<file path="config.mk">
export PLATFORM = sky130hd
export DESIGN_NAME = ps2kb_receiver
export DESIGN_NICKNAME = d
export VERILOG_FILES = /design/src/rtl/ps2kb_pkg.sv /design/src/rtl/ps2kb_line_filter.sv /design/src/rtl/ps2kb_frame_rx.sv /design/src/rtl/ps2kb_prefix_tracker.sv /design/src/rtl/ps2kb_receiver.sv
export SDC_FILE = /design/constraint.sdc
export NUM_CORES = 1
export LEC_CHECK = 0
export BUFFER_PORTS_ARGS = -buffer_cell sky130_fd_sc_hd__clkbuf_2
export CAP_MARGIN = 10
export CORE_ASPECT_RATIO = 0.6
export CORE_UTILIZATION = 40
export CTS_BUF_LIST = sky130_fd_sc_hd__clkbuf_8
export CTS_CLUSTER_SIZE = 16
export DETAILED_ROUTE_END_ITERATION = 8
export PLACE_DENSITY = 0.61
export SLEW_MARGIN = 20
export SYNTH_ARGS = -nofsm -noshare
export SYNTH_HDL_FRONTEND = slang
export SYNTH_HIERARCHICAL = 1
export SYNTH_SLANG_ARGS = --single-unit
</file>
<file path="constraint.sdc">
create_clock -name clk -period 5.52 [get_ports clk]
set_clock_uncertainty 0.05 [all_clocks]
set_input_delay 1.656 -clock clk [delete_from_list [all_inputs] [get_ports clk]]
set_output_delay 1.656 -clock clk [all_outputs]
set_load 0.02 [all_outputs]
</file>
<file path="src/rtl/ps2kb_pkg.sv">
// Shared constants and types for the PS/2 keyboard receiver.
package ps2kb_pkg;
    localparam logic [7:0] BRK_PREFIX  = 8'hF0;
    localparam logic [7:0] EXT_PREFIX  = 8'hE0;
    localparam int         FRAME_BITS  = 11;

    typedef struct packed {
        logic [7:0] code;
        logic       brk;
        logic       ext;
    } key_evt_t;
endpackage

</file>
<file path="src/rtl/ps2kb_line_filter.sv">
// Resynchronises one asynchronous PS/2 line and filters glitches out of it.
// The output changes only after FILT_LEN consecutive equal samples.
// Assumes the line idles high; the output resets to 1.
module ps2kb_line_filter #(
    parameter int SYNC_STAGES = 2,
    parameter int FILT_LEN    = 8
) (
    input  logic clk,
    input  logic rst_n,
    input  logic line_in,
    output logic line_out
);
    logic [SYNC_STAGES-1:0] sync_q;
    logic [FILT_LEN-1:0]    hist_q;
    logic                   out_q;

    // Synchroniser chain that brings the line into the clock domain.
    always_ff @(posedge clk) begin
        if (!rst_n) sync_q <= '1;
        else        sync_q <= {sync_q[SYNC_STAGES-2:0], line_in};
    end

    // Sample history used for the stability decision.
    always_ff @(posedge clk) begin
        if (!rst_n) hist_q <= '1;
        else        hist_q <= {hist_q[FILT_LEN-2:0], sync_q[SYNC_STAGES-1]};
    end

    // Output follows the history only when every sample agrees.
    always_ff @(posedge clk) begin
        if (!rst_n)          out_q <= 1'b1;
        else if (&hist_q)    out_q <= 1'b1;
        else if (~|hist_q)   out_q <= 1'b0;
    end

    assign line_out = out_q;
endmodule

</file>
<file path="src/rtl/ps2kb_frame_rx.sv">
// Collects eleven-bit PS/2 frames on falling edges of the filtered clock.
// It checks start, stop and odd parity, and drops a stalled partial frame.
// Assumes clean, synchronous inputs from ps2kb_line_filter.
module ps2kb_frame_rx
    import ps2kb_pkg::*;
#(
    parameter int TIMEOUT_CYC = 100000
) (
    input  logic       clk,
    input  logic       rst_n,
    input  logic       kb_clk_f,
    input  logic       kb_dat_f,
    output logic       clk_fall,
    output logic       byte_stb,
    output logic [7:0] byte_data,
    output logic       frame_err
);
    localparam int CNT_W = $clog2(FRAME_BITS + 1);
    localparam int TO_W  = $clog2(TIMEOUT_CYC + 1);
    localparam logic [CNT_W-1:0] LAST_BIT = CNT_W'(FRAME_BITS - 1);
    localparam logic [TO_W-1:0]  TO_LAST  = TO_W'(TIMEOUT_CYC - 1);

    logic                  clk_prev_q;
    logic [CNT_W-1:0]      bit_cnt_q;
    logic [TO_W-1:0]       idle_cnt_q;
    logic [FRAME_BITS-1:0] sr_q;
    logic [FRAME_BITS-1:0] sr_nxt;
    logic                  frame_ok;
    logic                  stb_q;
    logic                  err_q;
    logic [7:0]            data_q;

    assign clk_fall = clk_prev_q & ~kb_clk_f;
    assign sr_nxt   = {kb_dat_f, sr_q[FRAME_BITS-1:1]};
    assign frame_ok = (sr_nxt[0] == 1'b0) && (sr_nxt[FRAME_BITS-1] == 1'b1)
                      && (^sr_nxt[9:1] == 1'b1);

    // Previous filtered clock level, used for falling-edge detection.
    always_ff @(posedge clk) begin
        if (!rst_n) clk_prev_q <= 1'b1;
        else        clk_prev_q <= kb_clk_f;
    end

    // Bit counter, shift register and inter-edge timeout.
    always_ff @(posedge clk) begin
        if (!rst_n) begin
            bit_cnt_q  <= '0;
            idle_cnt_q <= '0;
            sr_q       <= '1;
        end else if (clk_fall) begin
            sr_q       <= sr_nxt;
            idle_cnt_q <= '0;
            bit_cnt_q  <= (bit_cnt_q == LAST_BIT) ? '0 : bit_cnt_q + 1'b1;
        end else if (bit_cnt_q != '0) begin
            if (idle_cnt_q == TO_LAST) begin
                bit_cnt_q  <= '0;
                idle_cnt_q <= '0;
            end else begin
                idle_cnt_q <= idle_cnt_q + 1'b1;
            end
        end
    end

    // Frame verdict, registered once on the last bit edge.
    always_ff @(posedge clk) begin
        if (!rst_n) begin
            stb_q  <= 1'b0;
            err_q  <= 1'b0;
            data_q <= '0;
        end else begin
            stb_q <= clk_fall && (bit_cnt_q == LAST_BIT) && frame_ok;
            err_q <= clk_fall && (bit_cnt_q == LAST_BIT) && !frame_ok;
            if (clk_fall && (bit_cnt_q == LAST_BIT)) data_q <= sr_nxt[8:1];
        end
    end

    assign byte_stb  = stb_q;
    assign frame_err = err_q;
    assign byte_data = data_q;
endmodule

</file>
<file path="src/rtl/ps2kb_prefix_tracker.sv">
// Absorbs release and extended prefix bytes and emits one event for each
// ordinary byte, with the flags gathered since the last event.
// Assumes byte_stb and frame_err never coincide.
module ps2kb_prefix_tracker
    import ps2kb_pkg::*;
(
    input  logic     clk,
    input  logic     rst_n,
    input  logic     byte_stb,
    input  logic [7:0] byte_data,
    input  logic     frame_err,
    output logic     evt_valid,
    output key_evt_t evt
);
    logic     brk_pend_q;
    logic     ext_pend_q;
    logic     valid_q;
    key_evt_t evt_q;
    logic     is_brk;
    logic     is_ext;

    assign is_brk = (byte_data == BRK_PREFIX);
    assign is_ext = (byte_data == EXT_PREFIX);

    // Pending prefix flags: set by prefixes, cleared by events and errors.
    always_ff @(posedge clk) begin
        if (!rst_n || frame_err) begin
            brk_pend_q <= 1'b0;
            ext_pend_q <= 1'b0;
        end else if (byte_stb) begin
            if (is_brk)      brk_pend_q <= 1'b1;
            else if (is_ext) ext_pend_q <= 1'b1;
            else begin
                brk_pend_q <= 1'b0;
                ext_pend_q <= 1'b0;
            end
        end
    end

    // Event register: strobe for one cycle, fields held until the next event.
    always_ff @(posedge clk) begin
        if (!rst_n) begin
            valid_q <= 1'b0;
            evt_q   <= '0;
        end else begin
            valid_q <= byte_stb && !is_brk && !is_ext;
            if (byte_stb && !is_brk && !is_ext)
                evt_q <= '{code: byte_data, brk: brk_pend_q, ext: ext_pend_q};
        end
    end

    assign evt_valid = valid_q;
    assign evt       = evt_q;
endmodule

</file>
<file path="src/rtl/ps2kb_receiver.sv">
// Top of the PS/2 keyboard receiver: line filters, frame receiver, prefix
// tracker. Assumes a system clock much faster than the keyboard clock.
module ps2kb_receiver
    import ps2kb_pkg::*;
#(
    parameter int SYNC_STAGES = 2,
    parameter int FILT_LEN    = 8,
    parameter int TIMEOUT_CYC = 100000
) (
    input  logic       clk,
    input  logic       rst_n,
    input  logic       kb_clk_in,
    input  logic       kb_dat_in,
    output logic       key_valid,
    output logic [7:0] key_code,
    output logic       key_break,
    output logic       key_ext,
    output logic       frame_err
);
    logic       kb_clk_f;
    logic       kb_dat_f;
    logic       clk_fall;
    logic       byte_stb;
    logic [7:0] byte_data;
    key_evt_t   evt;

    ps2kb_line_filter #(.SYNC_STAGES(SYNC_STAGES), .FILT_LEN(FILT_LEN)) u_clk_filt (
        .clk(clk), .rst_n(rst_n), .line_in(kb_clk_in), .line_out(kb_clk_f)
    );

    ps2kb_line_filter #(.SYNC_STAGES(SYNC_STAGES), .FILT_LEN(FILT_LEN)) u_dat_filt (
        .clk(clk), .rst_n(rst_n), .line_in(kb_dat_in), .line_out(kb_dat_f)
    );

    ps2kb_frame_rx #(.TIMEOUT_CYC(TIMEOUT_CYC)) u_frame (
        .clk(clk), .rst_n(rst_n), .kb_clk_f(kb_clk_f), .kb_dat_f(kb_dat_f),
        .clk_fall(clk_fall), .byte_stb(byte_stb), .byte_data(byte_data),
        .frame_err(frame_err)
    );

    ps2kb_prefix_tracker u_prefix (
        .clk(clk), .rst_n(rst_n), .byte_stb(byte_stb), .byte_data(byte_data),
        .frame_err(frame_err), .evt_valid(key_valid), .evt(evt)
    );

    assign key_code  = evt.code;
    assign key_break = evt.brk;
    assign key_ext   = evt.ext;
endmodule

</file>
==> impl_metrics.csv, run 1 <==
group,metric,value,unit
clocking,htreeDepth,3,
power,netSwitchingPower,224,uW
power,leakage,1.28,nW
clocking,path_clk_slew,80,ps
power,p_sw_share,21.2,%
hold_path,hold_start,"u_dat_filt/sync_q[1]",
logic_synthesis,syn_nets,330,
drt,highest_layer,"met4",
critical_path,r2r_setup_slack,3520,ps
timing,layout_setup_ws,2700,ps
drt,route.vias.total,2185,
grt,grt_usage,15.1,%
placed_design,io_buffers,15,
critical_path,cp_max_fo,46,
placed_design,finalWeightedCongestion,0.745,
drt,initialDrtViolationCount,148,
critical_path,r2r_end,"u_frame/idle_cnt_q[12]",
clocking,cts_sinks,77,
logic_synthesis,syn-cell-area,3140,um^2
clocking,hold_buffers,0,
drt,antenna_left,0,
hold_path,hp-class,"reg2reg",
power,p_int,833,uW
floorplan,dieWidth,116,um
placed_design,hpwl,3690,um
critical_path,crit_end,"u_frame/bit_cnt_q[1]",
grt,grt_pass1_wl,9670,um
drt,wl_met3,219,um
placed_design,place_ws,2340,ps
run_status,status,"finished, final reports clean",
floorplan,die_area,8230,um^2
finish,final_common_cell,"dfxtp_1",
logic_synthesis,syn_inst,322,
drt,remaining_drc_errors,0,
clocking,cts_root_buffer,"clkbuf_8",
timing,rsz0062_at_grt,"false",
power,comb_power_share,1.4,%
timing,slew_headroom,45.7,%
timing,max_freq,0.355,GHz
run,maxCapViolCount,0,
drt,wl_per_cell,12.4,um
clocking,post-cts-setup-buffers,0,
grt,grt_pass1_vias,2044,
floorplan,row_count,24,
finish,fin_nets,343,
timing,worst_pin_slew,814,ps
critical_path,r2r-start,"u_frame/bit_cnt_q[0]",
logic_synthesis,synth_edf_count,0,
critical_path,slowest_stage,"clkbuf_2",
timing,hold_viol,0,
grt,grt_max_degree,47,
power,total_power,1.06,mW
power,ir_worst_vdd,0.000188,V
power,clkPwrFrac,45.8,%
floorplan,start_util,42.4,%
floorplan,core_area,7420,um^2
timing,min_period,2820,ps
grt,grt_overflow,0,
logic_synthesis,yosysSeqAreaShare,49.0,%
logic_synthesis,ys_async_sr_fraction,0,%
finish,syn_to_final_growth,11.3,%
critical_path,r2r_cells,6,
timing,timing.final.crit_share,51.0,%
logic_synthesis,ys_ff_latch,77,
critical_path,startpoint_type,"input port",
clocking,cts_tree,"built",
critical_path,crit_arrival,3040,ps
drt,wirelength,5500,um
finish,utilization,47.1,%
logic_synthesis,synth_top_area_share,49.0,%
finish,final_cell_mix,"dfxtp_1 (77), nand2_1 (42), nand2b_1 (22)",
timing,tns,0,ps
timing,fin_hold_ws,362,ps
drt,wl_met2,2160,um
finish,antenna_cells,0,
floorplan,die_y,70.7,um
floorplan,num_io_pins,16,
drt,drt_first_pass_iters,4,
timing,setup_violations,0,
drt,route.detailed.vias_per_inst,4.92,
critical_path,path_class,"in2reg",
finish,drive_above_1_share,14.1,%
logic_synthesis,synthTopCellsByArea,"dfxtp_1 (49%), nand2_1 (5.0%), nand2b_1 (4.4%)",
critical_path,crit_chain,"clkbuf_2 > nand2_1 > o21bai_4 > o21ai_0",
critical_path,worst-endpoint-required,5740,ps
drt,wl_met1,3030,um
critical_path,endpoint_kind,"register",
clocking,clock_latency,350,ps
critical_path,cp-startpoint,"rst_n",
logic_synthesis,synth_top_cell_by_area,"dfxtp_1",
timing,finalMaxSlewViolations,0,
logic_synthesis,avgSynthCellArea,9.76,um^2
logic_synthesis,synth_ff_type,"dfxtp_1",
power,seq_power_share,52.8,%
grt,grt_antenna_before_repair,0,
clocking,cts_buffers,9,
logic_synthesis,yosys_warnings,6,
power,power_density,302,nW/um^2
critical_path,critical-path-max-stage-delay,610,ps
clocking,post_cts_resized,0,
clocking,cts_buffer_depth,2,
logic_synthesis,yosysUniqueCellTypes,49,
[through the flow]
stage	area (um^2)	cells
after floorplan	3140	322
after global placement	3270	428
after detailed placement	3270	428
after CTS	3500	444
after global routing	3500	444
final	3500	444
[sequential cells by signal, indices dropped and copies added (netlist names)]
name,flops
u_prefix/ext_pend_q,1
u_frame/byte_stb,1
u_prefix/evt_valid,1
u_prefix/evt,10
u_frame/idle_cnt_q,17
u_frame/sr_q,10
u_prefix/brk_pend_q,1
u_clk_filt/line_out,1
u_dat_filt/sync_q,2
u_dat_filt/line_out,1
u_clk_filt/hist_q,8
u_frame/clk_prev_q,1
u_frame/bit_cnt_q,4
u_dat_filt/hist_q,8
u_clk_filt/sync_q,2
u_frame/frame_err,1
u_frame/byte_data,8
[synth_stat cells (3+ instances only)]
master,count
dfxtp_1,77
nand2_1,42
nand2b_1,22
nand3_1,19
mux2i_1,12
nor2_1,12
a21oi_1,11
o21ai_0,11
clkbuf_1,9
inv_1,9
or4_1,9
nor2b_1,8
nand4_1,7
o31ai_1,7
xnor2_1,7
xor2_1,6
buf_6,5
o211ai_1,5
ha_1,4
nor4b_1,4
and2_1,3
[worst max-delay path: cells and delay by family]
kind / cells / cell delay, ps
buffers and inverters: 1 / 610
AO/OA/AOI/OAI: 2 / 550
AND/OR/NAND/NOR: 1 / 200
[final cells by class]
cell class                 count  area (um^2)
fill                         710         3920
multi-input combinational    222         1480
inverter                       9         33.8
tap                          104          130
clock buffer                  10          138
timing repair buffer          16         82.6
clock inverter                 6         93.8
sequential                    77         1540
[cell families after synthesis]
| logic type | count (synthesis) | synth area share, % |
|---|---|---|
| xor+xnor | 14 | 4.34 |
| mux | 12 | 3.82 |
| simple gates | 147 | 27.5 |
| fa+ha+maj | 4 | 1.59 |
| compound gates | 45 | 9.79 |
| buf+inv | 23 | 3.94 |
| flops | 77 | 49.0 |
[per-layer routing]
| layer | vias up | GRT usage [%] |
|---|---|---|
| met2 | 30 | 20.7 |
| met5 | - | 0 |
| met4 | 0 | 5.98 |
| met1 | 993 | 21.1 |
| li1 | 1154 | - |
| met3 | 8 | 5.91 |
[worst min path at each step]
stage	cells past startpoint	end
4_1_cts	1	u_dat_filt/hist_q[0]
3_3_place_gp	1	u_dat_filt/sync_q[1]
2_1_floorplan	1	u_clk_filt/hist_q[0]
5_1_grt	1	u_dat_filt/hist_q[0]
6_report	1	u_dat_filt/hist_q[0]
3_5_place_dp	1	u_dat_filt/sync_q[1]
[power groups by stage]
stage | sequential (mW) | combinational (mW) | clock [mW]
global placement | 0.571 | 0.0150 | 0
global route | 0.558 | 0.0167 | 0.524
detailed placement | 0.571 | 0.0151 | 0
CTS | 0.558 | 0.0152 | 0.500
floorplan | 0.571 | 0.0116 | 0
finish | 0.558 | 0.0149 | 0.484
No activity file was read; power rests on OpenSTA's default activity.
==> run 2: changes to the inputs <==
==> constraint.sdc (replaced) <==
create_clock -name clk -period 2.6 [get_ports clk]
set_clock_uncertainty 0.05 [all_clocks]
set_input_delay 0.78 -clock clk [delete_from_list [all_inputs] [get_ports clk]]
set_output_delay 0.78 -clock clk [all_outputs]
set_load 0.02 [all_outputs]
==> run 2 against run 1 <==
  * Sequential power grew 110%
  * Clock-buffer cell count is the same
  * Utilization is 0.084 points higher
  * Cell count unchanged
  * Wire length is 1.2% higher
  * Combinational power increased by 130%
  * Setup slack lost 2100 ps
  * Final area increased by 0.18%
  * Sequential cell count is the same
  * Worst hold slack got worse by 5.2 ps
  * Register-to-register slack worse by 3000 ps
==> impl_metrics.csv, run 2 (same netlist as run 1, synthesis figures left out) <==
group,metric,value,unit
critical_path,cp_max_fo,10,
drt,route.vias.total,2208,
critical_path,slowest_stage,"or4_1",
timing,slew_headroom,49.3,%
floorplan,row_count,24,
timing,max_freq,0.491,GHz
floorplan,start_util,42.4,%
power,ir_worst_vdd,0.000330,V
grt,use_met2,20.2,%
clocking,cts_buffers,9,
grt,use_met1,22.6,%
run,maxCapViolCount,0,
critical_path,worst-path-buf-inv,1,
finish,final_common_cell,"dfxtp_1",
drt,wl_per_cell,12.5,um
critical_path,path_class,"reg2reg",
critical_path,critical-path-max-stage-delay,520,ps
floorplan,num_io_pins,16,
clocking,cts_buffer_depth,2,
grt,met3_usage,5.66,%
power,leakage,1.28,nW
timing,timing.final.crit_share,78.3,%
critical_path,crit_family,"simple AND/OR/NAND/NOR gates",
clocking,cts_tree,"built",
grt,grt_antenna_before_repair,0,
grt,grt_usage,15.6,%
critical_path,startpoint_type,"register",
finish,antenna_cells,0,
placed_design,hpwl,3810,um
grt,grt_max_degree,48,
drt,remaining_drc_errors,0,
finish,fin_nets,343,
critical_path,crit_chain,"inv_1 > ha_1 > or3b_1 > nand2_4 > or4_1 > a21oi_1",
grt,grt_overflow,0,
timing,tns,0,ps
finish,drive_above_1_share,13.8,%
critical_path,worst-endpoint-required,2830,ps
clocking,post-cts-setup-buffers,0,
floorplan,core_area,7420,um^2
timing,rsz0062_at_grt,"false",
critical_path,endpoint_kind,"register",
clocking,clock_latency,350,ps
grt,grt_pass1_wl,9780,um
drt,antenna_left,0,
clocking,cts_root_buffer,"clkbuf_8",
drt,drt_first_pass_iters,4,
timing,hold_viol,0,
drt,initialDrtViolationCount,95,
finish,largest_register_ffs,17,
clocking,path_clk_slew,80,ps
clocking,post_cts_resized,0,
critical_path,crit_arrival,2260,ps
finish,fin_area,3500,um^2
finish,top_register,"u_frame/idle_cnt_q",
drt,wirelength,5560,um
timing,setup_violations,0,
clocking,hold_buffers,0,
finish,final_cell_mix,"dfxtp_1 (77), nand2_1 (42), nand2b_1 (22)",
drt,route.detailed.vias_per_inst,4.97,
timing,worst_pin_slew,758,ps
timing,min_period,2040,ps
run_status,status,"finished, final reports clean",
hold_path,hp-class,"reg2reg",
placed_design,placed_cell_area,3280,um^2
power,power_density,634,nW/um^2
placed_design,finalWeightedCongestion,0.772,
finish,syn_to_final_growth,11.5,%
grt,grt_busiest_layer,"met1",
grt,grt_pass1_vias,2002,
floorplan,dieWidth,116,um
placed_design,io_buffers,15,
timing,finalMaxSlewViolations,0,
clocking,cts_sinks,77,
clocking,htreeDepth,3,
floorplan,die_y,70.7,um
floorplan,die_area,8230,um^2
power,total_power,2.22,mW
## run 2: cell types whose count changed in the layout (fill, tap and decap cells not counted), sizes merged
cell,delta
inv,-1
clkinvlp,+1
## run 2: per-stage QoR
| step | setup WS (ps) | cells | hold slack, ps | util (%) |
|---|---|---|---|---|
| final | 564 | 444 | 357 | 47.2 |
| after global placement | 660 | 428 | 340 | 44.2 |
| after detailed placement | 572 | 428 | 341 | 44.2 |
| after global routing | 383 | 444 | 373 | 47.2 |
| after CTS | 558 | 444 | 358 | 47.2 |
| after floorplan | 795 | 322 | 336 | - |
## run 2: path summary, 6_finish.rpt
| path | from | to | depth (start not counted) | slack (ps) |
|---|---|---|---|---|
| max | u_frame/bit_cnt_q[0] | u_frame/idle_cnt_q[14] | 6 | 560 |
| min reg2reg | u_clk_filt/sync_q[1] | u_clk_filt/hist_q[0] | 1 | 360 |
| min | u_clk_filt/sync_q[1] | u_clk_filt/hist_q[0] | 1 | 360 |
| max reg2reg | u_frame/bit_cnt_q[0] | u_frame/idle_cnt_q[14] | 6 | 560 |
## run 2: layer usage
metal  share of wire (%)  up-vias  wire length, um
li1                    -     1162                -
met1                  56     1007             3120
met2                  39       29             2140
met5                   0        -                0
met4                 1.7        0               93
met3                 3.7       10              206
## run 2: worst reg2reg max path: stages, from the launching register on
cell	delay, ps
dfxtp_1	400
inv_1	100
ha_1	210
or3b_1	370
nand2_4	160
or4_1	520
a21oi_1	150
## run 2: where the power goes
group	switching, mW	total, mW	internal, mW
registers	0.00173	1.18	1.18
clock network	0.437	1.00	0.564
logic	0.0213	0.0338	0.0125
total	0.460	2.22	1.76
## run 2: layout make-up
cell class,count,area (um^2)
clock buffer,10,138
clock inverter,6,87.6
fill,710,3910
inverter,9,33.8
multi-input combinational,222,1480
sequential,77,1540
tap,104,130
timing repair buffer,16,95.1
